==> src/rtl/adc_seq_pkg.sv <==
package adc_seq_pkg;

  // Sequencer phases. Every transition except leaving ST_CONV is
  // taken on a conversion-clock enable.
  typedef enum logic [2:0] {
    ST_IDLE,
    ST_WAKE,
    ST_SAMPLE,
    ST_CONV,
    ST_NEXT
  } seq_state_t;

endpackage

==> src/rtl/adc_clk_div.sv <==
module adc_clk_div #(
  parameter int PRE_W = 6
) (
  input  logic             clk,
  input  logic             rst,
  input  logic [PRE_W-1:0] div,
  output logic             adc_clk,
  output logic             tick
);

  logic [PRE_W-1:0] half_cnt;
  logic             ck_q;
  logic             wrap;

  // Compare with >= so that a smaller setting written mid-count still wraps.
  assign wrap = (half_cnt >= div);

  always_ff @(posedge clk) begin
    if (rst) begin
      half_cnt <= '0;
      ck_q     <= 1'b0;
    end else if (wrap) begin
      half_cnt <= '0;
      ck_q     <= ~ck_q;
    end else begin
      half_cnt <= half_cnt + 1'b1;
    end
  end

  // One enable per full period, in the cycle before the falling edge.
  assign tick    = wrap & ck_q;
  assign adc_clk = ck_q;

endmodule

==> src/rtl/adc_sar_loop.sv <==
module adc_sar_loop #(
  parameter int RES_W = 10,
  parameter int LO_W  = 8
) (
  input  logic             clk,
  input  logic             rst,
  input  logic             tick,
  input  logic             start,
  input  logic             start_hr,
  input  logic             cmp_ge,
  output logic [RES_W-1:0] trial,
  output logic             done,
  output logic [RES_W-1:0] res,
  output logic             res_hr
);

  localparam int BW = $clog2(RES_W);

  logic [RES_W-1:0] code;
  logic [BW-1:0]    bitp;
  logic             act;
  logic             hr;
  logic [RES_W-1:0] probe;
  logic [BW-1:0]    lsb_pos;

  assign probe   = code | (RES_W'(1) << bitp);
  assign lsb_pos = hr ? '0 : BW'(RES_W - LO_W);

  always_ff @(posedge clk) begin
    if (rst) begin
      code <= '0;
      bitp <= '0;
      act  <= 1'b0;
      hr   <= 1'b1;
      done <= 1'b0;
    end else begin
      done <= 1'b0;
      if (start) begin
        code <= '0;
        bitp <= BW'(RES_W - 1);
        act  <= 1'b1;
        hr   <= start_hr;
      end else if (act && tick) begin
        if (cmp_ge) code <= probe;
        if (bitp == lsb_pos) begin
          act  <= 1'b0;
          done <= 1'b1;
        end else begin
          bitp <= bitp - 1'b1;
        end
      end
    end
  end

  assign trial  = act ? probe : '0;
  assign res    = code;
  assign res_hr = hr;

endmodule

==> src/rtl/adc_result_bank.sv <==
module adc_result_bank #(
  parameter int NCH   = 4,
  parameter int RES_W = 10,
  parameter int LO_W  = 8,
  localparam int CW   = $clog2(NCH)
) (
  input  logic                 clk,
  input  logic                 rst,
  input  logic                 clr,
  input  logic                 we,
  input  logic [CW-1:0]        wch,
  input  logic [RES_W-1:0]     wcode,
  input  logic                 whr,
  output logic [NCH*RES_W-1:0] ch_data,
  output logic [RES_W-1:0]     last_data,
  output logic [CW-1:0]        last_ch,
  output logic [NCH-1:0]       eoc,
  output logic                 drdy,
  output logic                 xfer_16
);

  logic [RES_W-1:0] slot [NCH];
  logic [RES_W-1:0] fmt;

  // A low-resolution code keeps only its upper bits, moved down to the LSBs.
  assign fmt = whr ? wcode : (wcode >> (RES_W - LO_W));

  always_ff @(posedge clk) begin
    if (rst) begin
      for (int i = 0; i < NCH; i++) slot[i] <= '0;
      last_data <= '0;
      last_ch   <= '0;
      eoc       <= '0;
      drdy      <= 1'b0;
      xfer_16   <= 1'b1;
    end else begin
      drdy <= we;
      if (clr) eoc <= '0;
      if (we) begin
        slot[wch]    <= fmt;
        last_data    <= fmt;
        last_ch      <= wch;
        eoc[wch]     <= 1'b1;
        xfer_16      <= whr;
      end
    end
  end

  for (genvar g = 0; g < NCH; g++) begin : g_out
    assign ch_data[g*RES_W +: RES_W] = slot[g];
  end

endmodule

==> src/rtl/adc_seq_ctrl.sv <==
module adc_seq_ctrl #(
  parameter int NCH   = 4,
  parameter int RES_W = 10,
  parameter int LO_W  = 8,
  parameter int PRE_W = 6,
  parameter int SH_W  = 4,
  parameter int SU_W  = 8,
  localparam int CW   = $clog2(NCH)
) (
  input  logic                 clk,
  input  logic                 rst,
  input  logic [PRE_W-1:0]     cfg_prescale,
  input  logic                 cfg_lowres,
  input  logic [NCH-1:0]       cfg_force_hr,
  input  logic [NCH-1:0]       cfg_ch_en,
  input  logic                 cfg_sleep_en,
  input  logic [SU_W-1:0]      cfg_startup,
  input  logic [SH_W-1:0]      cfg_sh_cycles,
  input  logic                 trig,
  input  logic                 cmp_ge,
  output logic                 adc_clk,
  output logic                 pwr_down,
  output logic                 busy,
  output logic                 sample_en,
  output logic [CW-1:0]        ch_sel,
  output logic [RES_W-1:0]     dac_code,
  output logic [NCH*RES_W-1:0] ch_data,
  output logic [RES_W-1:0]     last_data,
  output logic [CW-1:0]        last_ch,
  output logic [NCH-1:0]       eoc,
  output logic                 drdy,
  output logic                 xfer_16
);

  import adc_seq_pkg::*;

  seq_state_t       st, st_n;
  logic             tick;
  logic             pend;
  logic [CW-1:0]    ch, ch_n;
  logic [SU_W-1:0]  wk_cnt;
  logic [SH_W-1:0]  sh_cnt;
  logic             accept, sar_start, sar_done, sar_hr;
  logic [RES_W-1:0] sar_res;
  logic             first_any, rem_any;
  logic [CW-1:0]    first_idx, rem_idx;
  logic [NCH-1:0]   rem_mask;

  adc_clk_div #(.PRE_W(PRE_W)) u_div (
    .clk     (clk),
    .rst     (rst),
    .div     (cfg_prescale),
    .adc_clk (adc_clk),
    .tick    (tick)
  );

  // Lowest enabled channel overall, and lowest enabled channel above ch.
  always_comb begin
    rem_mask  = cfg_ch_en & ~((NCH'(2) << ch) - NCH'(1));
    first_any = |cfg_ch_en;
    rem_any   = |rem_mask;
    first_idx = '0;
    rem_idx   = '0;
    for (int i = NCH - 1; i >= 0; i--) begin
      if (cfg_ch_en[i]) first_idx = CW'(i);
      if (rem_mask[i])  rem_idx   = CW'(i);
    end
  end

  always_comb begin
    st_n      = st;
    ch_n      = ch;
    accept    = 1'b0;
    sar_start = 1'b0;
    case (st)
      ST_IDLE: begin
        if (tick && pend && first_any) begin
          accept = 1'b1;
          ch_n   = first_idx;
          st_n   = cfg_sleep_en ? ST_WAKE : ST_SAMPLE;
        end
      end
      ST_WAKE: begin
        if (tick && wk_cnt == cfg_startup) st_n = ST_SAMPLE;
      end
      ST_SAMPLE: begin
        if (tick && sh_cnt == cfg_sh_cycles) begin
          st_n      = ST_CONV;
          sar_start = 1'b1;
        end
      end
      ST_CONV: begin
        if (sar_done) st_n = ST_NEXT;
      end
      ST_NEXT: begin
        if (tick) begin
          if (rem_any) begin
            ch_n = rem_idx;
            st_n = ST_SAMPLE;
          end else begin
            st_n = ST_IDLE;
          end
        end
      end
      default: st_n = ST_IDLE;
    endcase
  end

  always_ff @(posedge clk) begin
    if (rst) begin
      st       <= ST_IDLE;
      ch       <= '0;
      pend     <= 1'b0;
      wk_cnt   <= '0;
      sh_cnt   <= '0;
      pwr_down <= 1'b1;
    end else begin
      st <= st_n;
      ch <= ch_n;
      if (accept)
        pend <= 1'b0;
      else if (st == ST_IDLE && tick && !first_any)
        pend <= 1'b0;
      else if (trig && st == ST_IDLE)
        pend <= 1'b1;
      wk_cnt   <= (st == ST_WAKE)   ? (tick ? wk_cnt + 1'b1 : wk_cnt) : '0;
      sh_cnt   <= (st == ST_SAMPLE) ? (tick ? sh_cnt + 1'b1 : sh_cnt) : '0;
      pwr_down <= cfg_sleep_en && (st_n == ST_IDLE);
    end
  end

  adc_sar_loop #(.RES_W(RES_W), .LO_W(LO_W)) u_sar (
    .clk      (clk),
    .rst      (rst),
    .tick     (tick),
    .start    (sar_start),
    .start_hr (!cfg_lowres || cfg_force_hr[ch]),
    .cmp_ge   (cmp_ge),
    .trial    (dac_code),
    .done     (sar_done),
    .res      (sar_res),
    .res_hr   (sar_hr)
  );

  adc_result_bank #(.NCH(NCH), .RES_W(RES_W), .LO_W(LO_W)) u_bank (
    .clk       (clk),
    .rst       (rst),
    .clr       (accept),
    .we        (sar_done),
    .wch       (ch),
    .wcode     (sar_res),
    .whr       (sar_hr),
    .ch_data   (ch_data),
    .last_data (last_data),
    .last_ch   (last_ch),
    .eoc       (eoc),
    .drdy      (drdy),
    .xfer_16   (xfer_16)
  );

  assign busy      = (st != ST_IDLE);
  assign sample_en = (st == ST_SAMPLE);
  assign ch_sel    = ch;

endmodule

==> config.mk <==
export PLATFORM = sky130hd
export DESIGN_NAME = adc_seq_ctrl
export DESIGN_NICKNAME = d
export VERILOG_FILES = /design/src/rtl/adc_seq_pkg.sv /design/src/rtl/adc_clk_div.sv /design/src/rtl/adc_sar_loop.sv /design/src/rtl/adc_result_bank.sv /design/src/rtl/adc_seq_ctrl.sv
export SDC_FILE = /design/constraint.sdc
export NUM_CORES = 1
export LEC_CHECK = 0
export ABC_CLOCK_PERIOD_IN_PS = 4100
export BUFFER_PORTS_ARGS = -buffer_cell sky130_fd_sc_hd__buf_2
export CORE_UTILIZATION = 59
export CTS_BUF_LIST = sky130_fd_sc_hd__clkbuf_4 sky130_fd_sc_hd__clkbuf_8
export DETAILED_ROUTE_END_ITERATION = 16
export PLACE_DENSITY = 0.82
export SETUP_SLACK_MARGIN = 0.5
export SYNTH_ARGS = -nofsm -noshare
export SYNTH_HDL_FRONTEND = slang
export SYNTH_SLANG_ARGS = --single-unit
export TNS_END_PERCENT = 1
==> constraint.sdc <==
create_clock -name clk -period 4.1 [get_ports clk]
set_clock_uncertainty 0.2 [all_clocks]
set_input_delay 1.025 -clock clk [delete_from_list [all_inputs] [get_ports clk]]
set_output_delay 1.025 -clock clk [all_outputs]
set_load 0.05 [all_outputs]
After elaboration in Yosys (flattened, before gate mapping)
Memory sizes are Yosys's and may differ from the RTL's.
Index checks and enable logic that the tools add are counted.
- add/subtract/negate cells: 5
- magnitude comparators: 3
- equal/unequal tests: 11
- shifts and indexed selects: 2
- mux-type cells: 49
- bitwise operators: 10
- reductions and logical operators: 33
- operators with widths (operator ; number):
    10-bit two-way mux ; 3
    2-bit two-way mux ; 15
    4-bit two-way mux ; 6
    1-bit two-way mux ; 16
    3-bit two-way mux ; 5
    3-bit case mux with 5 select lines ; 1
    1-bit logical AND ; 10
    10-bit OR ; 1
    10-bit OR reduction ; 1
    1-bit by 4-bit << shifter with 10-bit output (first input constant) ; 1
    8-bit by 1-bit adder with 8-bit output (second input constant) ; 1
    4-bit equality test ; 2
    8-bit equality test ; 1
    2-bit inequality test (second input constant) ; 4
    2-bit AND reduction ; 4
    2-bit OR reduction ; 4
    4-bit OR reduction ; 2
    4-bit by 1-bit subtractor with 4-bit output (second input constant) ; 2
    6-bit by 1-bit adder with 6-bit output (second input constant) ; 1
    3-bit by 2-bit equality test with 1-bit output (second input constant) ; 2
    6-bit greater-or-equal comparator ; 1
    3-bit zero test ; 2
    2-bit nonzero test ; 3
    3-bit OR reduction ; 2
    18 further kinds ; 23
- register bits: 61
- RAM bits: 40
- output and inout port bits: 74
- logic and storage cells: 133
- memories kept: 1
- memory list (memory ; depth ; width ; read ports ; clocked after Yosys merged registers in ; write ports ; RTL line ; text):
    u_bank.slot ; 4 ; 10 ; 4 ; 0 ; 4 ; adc_result_bank.sv:22 ; logic [RES_W-1:0] slot [NCH];

Logic depth before layout (Yosys ltp)
- depth in word-level cells: 11
- depth in mapped cells: 9

Modules after synthesis
Synthesis repeated with hierarchy kept, for this count alone.
- cells, all modules: 433
- area, all modules: 4605.7 um2
- modules (own cells, without submodules) (module ; instances ; cells an instance ; area each (um2) ; sequential area each (um2)):
    adc_result_bank ; 1 ; 153 ; 2147.1 ; 1561.5
    adc_seq_ctrl ; 1 ; 133 ; 1133.6 ; 380.4
    adc_sar_loop ; 1 ; 100 ; 857.1 ; 340.3
    adc_clk_div ; 1 ; 47 ; 467.9 ; 140.1

Worst setup path after synthesis
Ideal clock, no wire load.
- path type: input port to flip-flop
- start: in cfg_prescale[5]
- end: reg u_sar.bitp[3]
- arrival time: 2.554 ns
- data required time: 3.814 ns
- setup slack: 1.261 ns
- stages: 9
- buffers on the path: 2
- cell sequence: inv_1 > ha_1 > a21oi_1 > o22ai_1 > a21o_1 > clkbuf_1 > clkbuf_1 > o21ai_0 > a211oi_1
- cells in the longest elaborated chain, start to end: 7
- ends and longest elaborated chain (what ; RTL line ; text):
    start, declared ; adc_seq_ctrl.sv:12 ; input logic [PRE_W-1:0] cfg_prescale,
    6-bit greater-or-equal comparator (*) ; adc_clk_div.sv:16 ; assign wrap = (half_cnt >= div);
    1-bit AND (*) ; adc_clk_div.sv:31 ; assign tick = wrap & ck_q;
    1-bit logical AND ; adc_seq_ctrl.sv:87 ; if (tick && sh_cnt == cfg_sh_cycles) begin
    1-bit two-way mux ; adc_seq_ctrl.sv:87 ;
    1-bit two-way mux ; adc_seq_ctrl.sv:75 ; case (st)
    2-bit inequality test (no line) or 2-bit nonzero test (tied branches) ; n/a ;
    2-bit AND reduction (no line) ; n/a ;
    end signal, assigned ; adc_sar_loop.sv:40 ; bitp <= BW'(RES_W - 1);
    end signal, assigned ; adc_sar_loop.sv:49 ; bitp <= bitp - 1'b1;
    end, declared ; adc_sar_loop.sv:20 ; logic [BW-1:0] bitp;
Every way passes the cells marked *; elsewhere a longest branch is shown, timed or not.
A chain may end at the register's enable or synchronous reset.

Worst setup path in the final report
- start: reg u_sar.bitp[2]
- end: out dac_code[7]
- cells in the longest elaborated chain, start to end: 3
- ends and longest elaborated chain (what ; RTL line ; text):
    1-bit by 4-bit << shifter with 10-bit output ; adc_sar_loop.sv:26 ; assign probe = code | (RES_W'(1) << bitp);
    10-bit OR ; adc_sar_loop.sv:26 ;
    10-bit two-way mux ; adc_sar_loop.sv:55 ; assign trial = act ? probe : '0;
    end, declared ; adc_seq_ctrl.sv:26 ; output logic [RES_W-1:0] dac_code,
Every way passes these cells.

==> flow_summary.ini <==
[floorplanning]
die_w_um = 90.6
initial_core_util = 0.626
core.rowCount = 31
io_pins = 106
dieArea_um2 = 8210
die_h_um = 90.6
core_um2 = 7410

[finish]
utilization = 0.725
diodes = 0
drive_above_1_share = 0.244
area_growth_pct = 15.8
most-common-layout-cells = 105 x buf_2, 61 x dfxtp_1, 60 x nor2_1, 41 x nand2_1, 40 x edfxtp_1
mostFrequentLayoutCell = buf_2
layoutNonFillerInstCount = 673
final_area_um2 = 5370
fin_nets = 615
n_fill_cell = 552

[global_routing]
grt_pass1_vias = 3442
grt_usage = 0.260
grt_overflow_total = 0
grt_max_degree = 27
grt_pass1_wl_um = 16900
antenna_found_initial = 0

[pwr]
finalPower_mw = 1.81
clockPowerShare = 0.320
pwr-share-seq = 0.593
switching_share = 0.259
vdd_drop_max_uv = 189
p_sw_mw = 0.469
p_leak_nw = 2.36
power.density_nw_per_um2 = 337
p_int_mw = 1.34
p_comb_frac = 0.087

[synth]
synthSimpleGateAreaFrac = 0.204
synth_top_family_by_area = simple AND/OR/NAND/NOR gates
synth.cell_area_um2 = 4630
ys.flop_type = dfxtp_1
synth_compound_area_frac = 0.124
synth_cell_types = 57
async_reset_ff_frac = 0
synth_largest_area_cell = dfxtp_1
yosys_warnings = 0
muxShareOfSynthArea = 0.0270
synth_area_leaders = dfxtp_1 26%, edfxtp_1 26%, nor2_1 4.9%
synth_edf_count = 40
synth_fp_nets = 520
syn_area_per_cell_um2 = 9.78
yosysTopAreaCellShare = 0.263
synthCells = 474
synth_fa_ha_area_frac = 0.0378
synth_xor_area_frac = 0.0359
ys_ff_latch = 101
seq_area_frac_synth = 0.523

[placed_design]
dp.cells = 657
io_buffers = 105
dp_slack_ns = 0.867
dp_hpwl_um = 7390
dpl_cell_area_um2 = 5190
gp_congestion = 0.838

[detailed_routing]
wl_per_cell_um = 15.1
drc_errors = 0
vias_per_cell = 5.66
ant_nets = 0
wirelength_um = 10200
vias = 3811
first_pass_iters = 5
drt_iter0_markers = 277

[timing]
slew_violations = 0
worst_slew_pin_slew_ns = 0.727
setup_viol = 0
min_period_ns = 3.10
hold_violations = 0
setup_ws_ns = 0.995
rsz0062_at_grt = false
whs_ns = 0.248
fin_crit_sh = 0.757
setup_tns_ns = 0
relSlewSlack = 0.515
max_freq_mhz = 322

[clock_network]
cts_sinks = 101
cts_hold_buf = 0
ctsResizeCount = 0
cts_buffers = 9
clock_latency_ns = 0.36
cts_setup_buffers = 0
ctsHtreeMaxLevel = 3
cts_tree = yes
cts.clk_slew.worst_paths_ns = 0.10
cts_max_path_buffers = 2
cts_root_buf = clkbuf_8

[min_path]
min_path_type = flip-flop to flip-flop

[worst_setup_path]
cp_max_fo = 8
critPathArrivalTime_ns = 1.88
startpoint_type = flip-flop
cp.required_ns = 2.87
end_kind = primary output
crit_type = flip-flop to primary output

[flow_run]
maxCapViolations = 0

[outcome]
status = completed
==> kinds of logic after synthesis <==
family                   Yosys count
AND/OR/NAND/NOR                  186
flip-flops                       101
AO/OA/AOI/OAI                     90
buffers and inverters             53
XOR/XNOR                          19
adder cells (fa/ha/maj)           14
multiplexers                      11
==> worst max-delay path, stage by stage (launching register included) <==
cell and delay, ns:
dfxtp_1 0.43, nor2b_1 0.51, a21oi_1 0.17, nor2b_1 0.14, buf_2 0.27
==> Yosys cell counts (4+ instances only) <==
master,n
o21ai_0,14
a41oi_1,12
nor3_1,6
nor2_1,60
a21oi_1,36
inv_1,28
nand2b_1,15
xnor2_1,8
nand3b_1,5
nand2_1,41
nor2b_1,15
nand4_1,5
ha_1,14
clkbuf_1,17
edfxtp_1,40
or4_1,5
o31ai_1,4
xor2_1,11
mux2i_1,8
nand3_1,10
dfxtp_1,61
a21o_1,5
==> state kept, by name (all words and copies together) (netlist names), 2 cells and up <==
register	cells
u_div.half_cnt	6
u_sar.bitp	4
u_sar.res	10
u_bank.eoc	4
ch_sel	2
u_bank.last_ch	2
u_bank.last_data	10
u_bank.slot	40
st	3
wk_cnt	8
sh_cnt	4
==> layer usage <==
layer,vias to the layer above,share of wire,global-route usage
met5,-,0,0
met4,0,0.019,0.0968
met3,14,0.064,0.0370
met2,165,0.47,0.425
met1,1778,0.44,0.350
li1,1854,-,-
==> power by group through the flow <==
stage / logic [mW] / clock network [mW] / registers (mW)
2_1_floorplan: 0.0487 / 0 / 1.16
3_3_place_gp: 0.155 / 0 / 1.09
3_5_place_dp: 0.158 / 0 / 1.09
4_1_cts: 0.158 / 0.577 / 1.07
5_1_grt: 0.168 / 0.628 / 1.07
6_report: 0.158 / 0.578 / 1.07
==> final timing paths <==
kind	slack [ns]	endpoint	cells after the start	start
hold / removal	0.25	u_bank.last_data[5]	2	u_bank.last_data[5]
setup reg to reg	1.57	u_bank.slot[2][6]	4	u_sar.done
setup / recovery	1.0	dac_code[7]	4	u_sar.bitp[2]
hold reg to reg	0.25	u_bank.last_data[5]	2	u_bank.last_data[5]
==> layout make-up <==
type                       count  area, µm²  area share
sequential                   101       2420       0.451
clock buffer                  10        131      0.0245
tap                           99        124      0.0231
timing repair buffer         108        548       0.102
clock inverter                 6       46.3     0.00862
multi-input combinational    320       1990       0.370
inverter                      29        109      0.0203
Note: power is estimated with default switching activity, not from simulation.
